--- config.mk ---
export PLATFORM = sky130hd
export DESIGN_NAME = digit_serial_adder
export DESIGN_NICKNAME = d
export VERILOG_FILES = /design/src/rtl/dsadd_pkg.sv /design/src/rtl/dsadd_ctrl.sv /design/src/rtl/dsadd_path.sv /design/src/rtl/digit_serial_adder.sv
export SDC_FILE = /design/constraint.sdc
export NUM_CORES = 1
export LEC_CHECK = 0
export ABC_AREA = 1
export BUFFER_PORTS_ARGS = -buffer_cell sky130_fd_sc_hd__buf_2
export CAP_MARGIN = 15
export CORE_MARGIN = 2
export CORE_UTILIZATION = 30
export CTS_CLUSTER_DIAMETER = 200
export DETAILED_ROUTE_END_ITERATION = 16
export GPL_TIMING_DRIVEN = 0
export PLACE_DENSITY_LB_ADDON = 0.1
export SLEW_MARGIN = 20
export SYNTH_ARGS = -nofsm -noshare
export SYNTH_HDL_FRONTEND = slang
export SYNTH_SLANG_ARGS = --single-unit
--- constraint.sdc ---
create_clock -name clk -period 3.1 [get_ports clk]
set_clock_uncertainty 0.05 [all_clocks]
set_input_delay 0.31 -clock clk [delete_from_list [all_inputs] [get_ports clk]]
set_output_delay 0.31 -clock clk [all_outputs]
set_load 0.01 [all_outputs]
--- src/rtl/dsadd_pkg.sv ---
package dsadd_pkg;

  // Strobes sent from control to the datapath.
  typedef struct packed {
    logic advance;   // a digit is accepted this cycle
  } dsCtrl_t;

  function automatic int gcdOf(input int x, input int y);
    int p;
    int q;
    int t;
    p = x;
    q = y;
    while (q != 0) begin
      t = p % q;
      p = q;
      q = t;
    end
    return p;
  endfunction

  function automatic int lcmOf(input int x, input int y);
    return (x / gcdOf(x, y)) * y;
  endfunction

endpackage

--- src/rtl/dsadd_ctrl.sv ---
module dsadd_ctrl
  import dsadd_pkg::*;
#(
  parameter int WORD_W  = 4,
  parameter int DIGIT_W = 3
) (
  input  logic               clk,
  input  logic               rstN,
  input  logic               inValid,
  output dsCtrl_t            ctrl,
  output logic [DIGIT_W-1:0] laneReset
);

  localparam int SPAN   = lcmOf(WORD_W, DIGIT_W);
  localparam int CYCLES = SPAN / DIGIT_W;
  localparam int CNT_W  = (CYCLES > 1) ? $clog2(CYCLES) : 1;

  logic [CNT_W-1:0] cycleCnt;

  // Counts valid digits modulo the length of the boundary pattern.
  always_ff @(posedge clk) begin
    if (!rstN) begin
      cycleCnt <= '0;
    end else if (inValid) begin
      if (cycleCnt == CNT_W'(CYCLES - 1)) cycleCnt <= '0;
      else                                cycleCnt <= cycleCnt + 1'b1;
    end
  end

  // A lane is reset when its stream bit lands on word position 0.
  for (genvar i = 0; i < DIGIT_W; i++) begin : gLaneSel
    assign laneReset[i] = (((int'(cycleCnt) * DIGIT_W) + i) % WORD_W) == 0;
  end

  assign ctrl.advance = inValid;

endmodule

--- src/rtl/dsadd_path.sv ---
module dsadd_path
  import dsadd_pkg::*;
#(
  parameter int DIGIT_W = 3
) (
  input  logic               clk,
  input  logic               rstN,
  input  dsCtrl_t            ctrl,
  input  logic [DIGIT_W-1:0] laneReset,
  input  logic [DIGIT_W-1:0] inA,
  input  logic [DIGIT_W-1:0] inB,
  output logic               outValid,
  output logic [DIGIT_W-1:0] outSum,
  output logic [DIGIT_W-1:0] outWordStart,
  output logic               outCarry
);

  logic               carryQ;
  logic [DIGIT_W:0]   chain;
  logic [DIGIT_W-1:0] laneCin;
  logic [DIGIT_W-1:0] sumD;

  assign chain[0] = carryQ;

  for (genvar i = 0; i < DIGIT_W; i++) begin : gLane
    assign laneCin[i]  = laneReset[i] ? 1'b0 : chain[i];
    assign sumD[i]     = inA[i] ^ inB[i] ^ laneCin[i];
    assign chain[i+1]  = (inA[i] & inB[i]) | (laneCin[i] & (inA[i] ^ inB[i]));
  end

  always_ff @(posedge clk) begin
    if (!rstN) begin
      carryQ       <= 1'b0;
      outValid     <= 1'b0;
      outSum       <= '0;
      outWordStart <= '0;
    end else begin
      outValid <= ctrl.advance;
      if (ctrl.advance) begin
        carryQ       <= chain[DIGIT_W];
        outSum       <= sumD;
        outWordStart <= laneReset;
      end
    end
  end

  assign outCarry = carryQ;

endmodule

--- src/rtl/digit_serial_adder.sv ---
module digit_serial_adder
  import dsadd_pkg::*;
#(
  parameter int WORD_W  = 4,
  parameter int DIGIT_W = 3
) (
  input  logic               clk,
  input  logic               rstN,
  input  logic               inValid,
  input  logic [DIGIT_W-1:0] inA,
  input  logic [DIGIT_W-1:0] inB,
  output logic               outValid,
  output logic [DIGIT_W-1:0] outSum,
  output logic [DIGIT_W-1:0] outWordStart,
  output logic               outCarry
);

  dsCtrl_t            ctrl;
  logic [DIGIT_W-1:0] laneReset;

  dsadd_ctrl #(.WORD_W(WORD_W), .DIGIT_W(DIGIT_W)) uCtrl (
    .clk(clk), .rstN(rstN), .inValid(inValid),
    .ctrl(ctrl), .laneReset(laneReset)
  );

  dsadd_path #(.DIGIT_W(DIGIT_W)) uPath (
    .clk(clk), .rstN(rstN), .ctrl(ctrl), .laneReset(laneReset),
    .inA(inA), .inB(inB),
    .outValid(outValid), .outSum(outSum),
    .outWordStart(outWordStart), .outCarry(outCarry)
  );

endmodule

==> results.py, run 1 <==
metrics = {
    "clocking": {
        "ctsHtreeMaxLevel": 1,
        "ctsHoldBuffers": 0,
        "cts_resized": 0,
        "cts_tree": "yes",
        "clock-sinks": 10,
        "clk_path_buf_depth": 2,
        "cts_buffers": 3,
        "root_buffer": "clkbuf_4",
        "post_cts_buffers": 0,
        "clk_pin_slew_ns": 0.06,
        "clk_latency_ns": 0.26,
    },
    "timing": {
        "timing.fmax_mhz": 429,
        "fin_ws_ns": 0.770,
        "fin_crit_ns": 2.33,
        "fin_crit_sh_pct": 75.2,
        "final_hold_viol_count": 0,
        "tns_ns": 0,
        "rsz0062_at_grt": "false",
        "worst_pin_slew_ns": 0.173,
        "slew_violations": 0,
        "relSlewSlack_pct": 88.5,
        "setup_viol": 0,
        "hold_ws_ns": 0.307,
    },
    "worst_setup_path": {
        "start_kind": "flip-flop",
        "critPathArrivalTime_ns": 2.44,
        "r2r-end": "uPath.outSum[2]",
        "worstPathMaxFanout": 4,
        "critPathKind": "reg2reg",
        "rr_startpoint": "uCtrl.cycleCnt[0]",
        "end_kind": "flip-flop",
        "crit_required_ns": 3.21,
        "r2r_slack_ns": 0.77,
        "worstRegToRegCells": 12,
        "crit_start": "uCtrl.cycleCnt[0]",
    },
    "grt": {
        "grt_max_degree": 11,
        "use_met1_pct": 13.0,
        "use_met2_pct": 15.7,
        "grt_pass1_vias": 358,
        "antenna_found_initial": 0,
        "grt_overflow": 0,
        "grt_pass1_wl_um": 1530,
        "grt_usage_pct": 11.0,
        "grt_use_met3_pct": 7.60,
        "top_usage_layer": "met2",
    },
    "finish": {
        "mostFrequentLayoutCell": "nor2_1",
        "layout-drive-gt1-share_pct": 25.3,
        "num-nets-final": 101,
        "stdcell_area_um2": 628,
        "num-fill-cells": 184,
        "layout_common_cells": "nor2_1, buf_2, nand2_1",
        "diodes": 0,
        "area_growth_syn_to_layout_pct": 23.0,
    },
    "detailed_routing": {
        "firstDrtPassIters": 2,
        "totalWireLength_um": 914,
        "drt_drc_violations_left": 0,
        "wl_per_cell_um": 9.23,
        "via_count": 420,
        "drt-initial-drc-count": 6,
        "via_per_inst": 4.24,
        "drtAntennaViolNets": 0,
    },
    "hold_path": {
        "whs_endpoint": "uPath.outValid",
        "hold_path_class": "in2reg",
        "holdCritStartpoint": "rstN",
        "min_delay_path_depth": 3,
    },
    "run": {
        "cap_violations": 0,
    },
    "place": {
        "portBuffers": 15,
        "gp_congestion": 0.690,
        "placed_area_um2": 606,
        "hpwl_um": 704,
        "dp_slack_ns": 0.758,
    },
    "floorplanning": {
        "coreArea_mm2": 0.00156,
        "io_pins": 17,
        "fp-row-count": 14,
        "die_h_um": 45.3,
        "die-area_mm2": 0.00205,
        "initial_core_util_pct": 32.7,
        "die_w_um": 45.3,
    },
    "synthesis": {
        "syn-cell-area_um2": 510,
        "synth_xor_area_share_pct": 0,
        "synth_top_family_by_area": "adder cells",
        "synthSimpleGateAreaFrac_pct": 21.3,
        "synth-compound-area-share_pct": 6.62,
        "synthAdderAreaFrac_pct": 21.6,
        "ys_ff_latch": 10,
        "yosys_warnings": 0,
        "syn_nets": 81,
        "seq_area_frac_synth_pct": 39.2,
        "muxShareOfSynthArea_pct": 0,
        "synth_cell_type_count": 11,
        "syn_area_per_cell_um2": 7.85,
        "postSynthCellCount": 65,
    },
    "pwr": {
        "p_leak_nw": 0.349,
        "ir_worst_vdd_mv": 0.218,
        "power_mw": 0.290,
        "power_density_mw_per_mm2": 462,
    },
    "outcome": {
        "outcome": "complete, no violations",
    },
}
[logic make-up after synthesis]
| family | after synthesis |
|---|---|
| and+or+nand+nor | 29 |
| AOI/OAI and AO/OA | 6 |
| buffers and inverters | 13 |
| DFF | 10 |
| adders and majority gates | 7 |
[area by class of cell]
type	instances	area [µm²]	share of cell area, %
tap	16	20.0	3.19
clock buffer	3	22.5	3.59
sequential	10	200	31.9
timing repair buffer	15	75.1	12.0
inverter	11	41.3	6.57
multi-input combinational	42	253	40.2
buffer	2	16.3	2.59
[routing by layer]
metal	share of wire, %	up-vias
met5	0	-
met4	0	0
met3	8.8	0
met2	42	14
met1	49	179
li1	-	227
[per-stage QoR]
stage / utilization [%] / cells
floorplan: - / 65
global placement: 38.8 / 96
detailed placement: 38.8 / 96
CTS: 40.3 / 99
global route: 40.3 / 99
finish: 40.3 / 99
[cell usage after synthesis]
cell type	instances	area (µm²)
a21oi_2	1	8.76
buf_2	1	5.00
buf_6	1	11.3
dfxtp_1	10	200
fa_1	3	60.1
ha_1	4	50.1
inv_1	11	41.3
nand2_1	12	45.0
nor2_1	17	63.8
o21ai_0	3	15.0
o21ai_1	2	10.0
[flip-flops by register name, summed over array words and instances (netlist names)]
signal	cells
uPath.outWordStart	3
uPath.outCarry	1
uPath.outValid	1
uPath.outSum	3
uCtrl.cycleCnt	2
[worst max-delay path: stages, from the launching register on]
cell,delay (ns)
dfxtp_1,0.39
inv_1,0.11
ha_1,0.23
inv_1,0.06
nand2_1,0.06
fa_1,0.35
nor2_1,0.13
fa_1,0.18
nand2_1,0.07
fa_1,0.48
nand2_1,0.05
nand2_1,0.05
nor2_1,0.03
[power breakdown]
group | total, mW | switching (mW) | internal (mW)
Sequential | 0.145 | 0.00594 | 0.139
Combinational | 0.0586 | 0.0329 | 0.0257
Clock | 0.0865 | 0.0418 | 0.0448
Total | 0.290 | 0.0806 | 0.210
[how the worst max path moves through the flow]
stage | endpoint | slack [ns] | cells after the start
after global routing | uPath.outSum[2] | 0.59 | 12
after global placement | uPath.outSum[2] | 0.77 | 12
final | uPath.outSum[2] | 0.77 | 12
after floorplan | uPath.outSum[2] | 0.93 | 12
after CTS | uPath.outSum[2] | 0.75 | 12
after detailed placement | uPath.outSum[2] | 0.76 | 12
Note: power is estimated with default switching activity, not from simulation.
==> inputs of run 2 (changes only) <==
==> constraint.sdc (replaced) <==
create_clock -name clk -period 2.4 [get_ports clk]
set_clock_uncertainty 0.05 [all_clocks]
set_input_delay 0.24 -clock clk [delete_from_list [all_inputs] [get_ports clk]]
set_output_delay 0.24 -clock clk [all_outputs]
set_load 0.01 [all_outputs]
==> run 2 against run 1 <==
  * Clock power is 29% higher
  * Routed wire length up 2.8%
  * Largest power group unchanged
  * Maximum frequency up 4.0%
  * Combinational power rose by 33%
  * Critical endpoint unchanged
  * Sequential cell count did not move
  * Global-route usage is the same
  * Sequential power rose by 30%
  * Via count up 1.2%
  * Die area unchanged
  * Cell count stayed put
==> results.py, run 2 (same netlist as run 1, synthesis figures left out) <==
metrics = {
    "pwr": {
        "p_leak_nw": 0.348,
        "ir_worst_vdd_mv": 0.281,
        "power_density_mw_per_mm2": 592,
    },
    "finish": {
        "area_growth_syn_to_layout_pct": 25.0,
        "layout-drive-gt1-share_pct": 30.1,
        "layout_common_cells": "nor2_1, buf_2, nand2_1",
        "reg_top3": "uPath.outSum x3, uPath.outWordStart x3, uCtrl.cycleCnt x2",
        "finalNonFillerCells": 99,
        "diodes": 0,
        "num-nets-final": 101,
    },
    "floorplanning": {
        "die-area_mm2": 0.00205,
        "die_h_um": 45.3,
        "fp-row-count": 14,
        "initial_core_util_pct": 32.7,
        "io_pins": 17,
        "coreArea_mm2": 0.00156,
        "die_w_um": 45.3,
    },
    "timing": {
        "fin_ws_ns": 0.160,
        "slew_violations": 0,
        "setup_viol": 0,
        "final_hold_viol_count": 0,
        "rsz0062_at_grt": "false",
        "fin_crit_sh_pct": 93.3,
        "tns_ns": 0,
        "worst_pin_slew_ns": 0.171,
        "timing.fmax_mhz": 446,
        "relSlewSlack_pct": 88.6,
        "fin_crit_ns": 2.24,
    },
    "detailed_routing": {
        "drt-initial-drc-count": 10,
        "via_per_inst": 4.29,
        "totalWireLength_um": 940,
        "drtAntennaViolNets": 0,
        "wl_per_cell_um": 9.49,
        "firstDrtPassIters": 4,
        "via_count": 425,
        "drt_drc_violations_left": 0,
    },
    "grt": {
        "use_met1_pct": 13.0,
        "grt_overflow": 0,
        "grt_pass1_vias": 358,
        "antenna_found_initial": 0,
        "grt_max_degree": 11,
        "grt_pass1_wl_um": 1530,
        "top_usage_layer": "met2",
        "grt_use_met3_pct": 7.60,
        "use_met2_pct": 15.7,
        "grt_usage_pct": 11.0,
    },
    "place": {
        "post-place-cells": 96,
        "portBuffers": 15,
        "gp_congestion": 0.690,
        "hpwl_um": 704,
        "dp_slack_ns": 0.0576,
    },
    "worst_setup_path": {
        "worstPathMaxFanout": 4,
        "path_buf_inv": 2,
        "path_cells": "inv_1, ha_2, inv_1, nand2_1, fa_1, nor2_2, fa_1, nand2_1, fa_1, nand2_1, nand2_1, nor2_1",
        "max_stage_delay_ns": 0.48,
        "cpMostUsedCell": "nand2_1",
        "worstRegToRegCells": 12,
        "end_kind": "flip-flop",
        "crit_family": "adder cells",
        "critPathArrivalTime_ns": 2.35,
        "crit_slowest_cell": "fa_1",
        "rr_startpoint": "uCtrl.cycleCnt[0]",
        "r2r-end": "uPath.outSum[2]",
        "critPathKind": "reg2reg",
        "start_kind": "flip-flop",
        "crit_required_ns": 2.51,
        "r2r_slack_ns": 0.16,
    },
    "clocking": {
        "clk_latency_ns": 0.26,
        "root_buffer": "clkbuf_4",
        "clock-sinks": 10,
        "cts_buffers": 3,
        "clk_path_buf_depth": 2,
        "ctsHtreeMaxLevel": 1,
        "clk_pin_slew_ns": 0.06,
        "post_cts_buffers": 0,
        "cts_tree": "yes",
    },
    "hold_path": {
        "min_delay_path_depth": 3,
        "holdCritStartpoint": "rstN",
        "whs_endpoint": "uPath.outValid",
        "hold_path_class": "in2reg",
    },
    "run": {
        "cap_violations": 0,
    },
    "outcome": {
        "outcome": "complete, no violations",
    },
}
-- run 2: worst register-to-register path: cells and delay by family, from the launching register on --
family                     cells  cell delay (ns)
buffers and inverters          2             0.13
DFF                            1             0.36
adders and majority gates      4             1.22
and+or+nand+nor                6             0.38
-- run 2: layout make-up --
cell class / count / area (µm²)
fill: 186 / 921
multi-input combinational: 42 / 258
sequential: 10 / 205
timing repair buffer: 15 / 75.1
inverter: 11 / 41.3
clock buffer: 3 / 22.5
tap: 16 / 20.0
buffer: 2 / 16.3
-- run 2: report_power, final --
group | total [mW] | switching [mW] | internal [mW]
logic | 0.0777 | 0.0433 | 0.0344
registers | 0.188 | 0.00779 | 0.180
clock network | 0.112 | 0.0544 | 0.0578
-- run 2: timing repair --
action                     4_1_cts  5_1_grt
setup endpoints to repair        0        1
gates resized for setup          0        5
hold buffers                     0        0
-- run 2: routing by layer --
metal  wire [µm]  share of wire, %
met4           0                 0
met5           0                 0
met2         404                43
met1         455                48
met3          80               8.5
-- run 2: how the worst max path moves through the flow --
stage | start | endpoint | slack (ns) | cells after the start
6_report | uCtrl.cycleCnt[0] | uPath.outSum[2] | 0.16 | 12
5_1_grt | uCtrl.cycleCnt[0] | uPath.outSum[2] | 0.02 | 12
4_1_cts | uCtrl.cycleCnt[0] | uPath.outSum[2] | 0.05 | 12
3_5_place_dp | uCtrl.cycleCnt[0] | uPath.outSum[2] | 0.06 | 12
3_3_place_gp | uCtrl.cycleCnt[0] | uPath.outSum[2] | 0.07 | 12
2_1_floorplan | uCtrl.cycleCnt[0] | uPath.outSum[2] | 0.23 | 12
-- run 2: metrics by stage --
stage                     total power, mW  util (%)  hold slack [ns]  instance area, µm²
final                               0.378      40.9            0.235                 638
after global routing                0.409      40.9            0.244                 638
after CTS                           0.386      40.3            0.231                 628
after detailed placement            0.269      38.8            0.409                 606
after global placement              0.268      38.8            0.403                 606
after floorplan                     0.240         -            0.354                 510
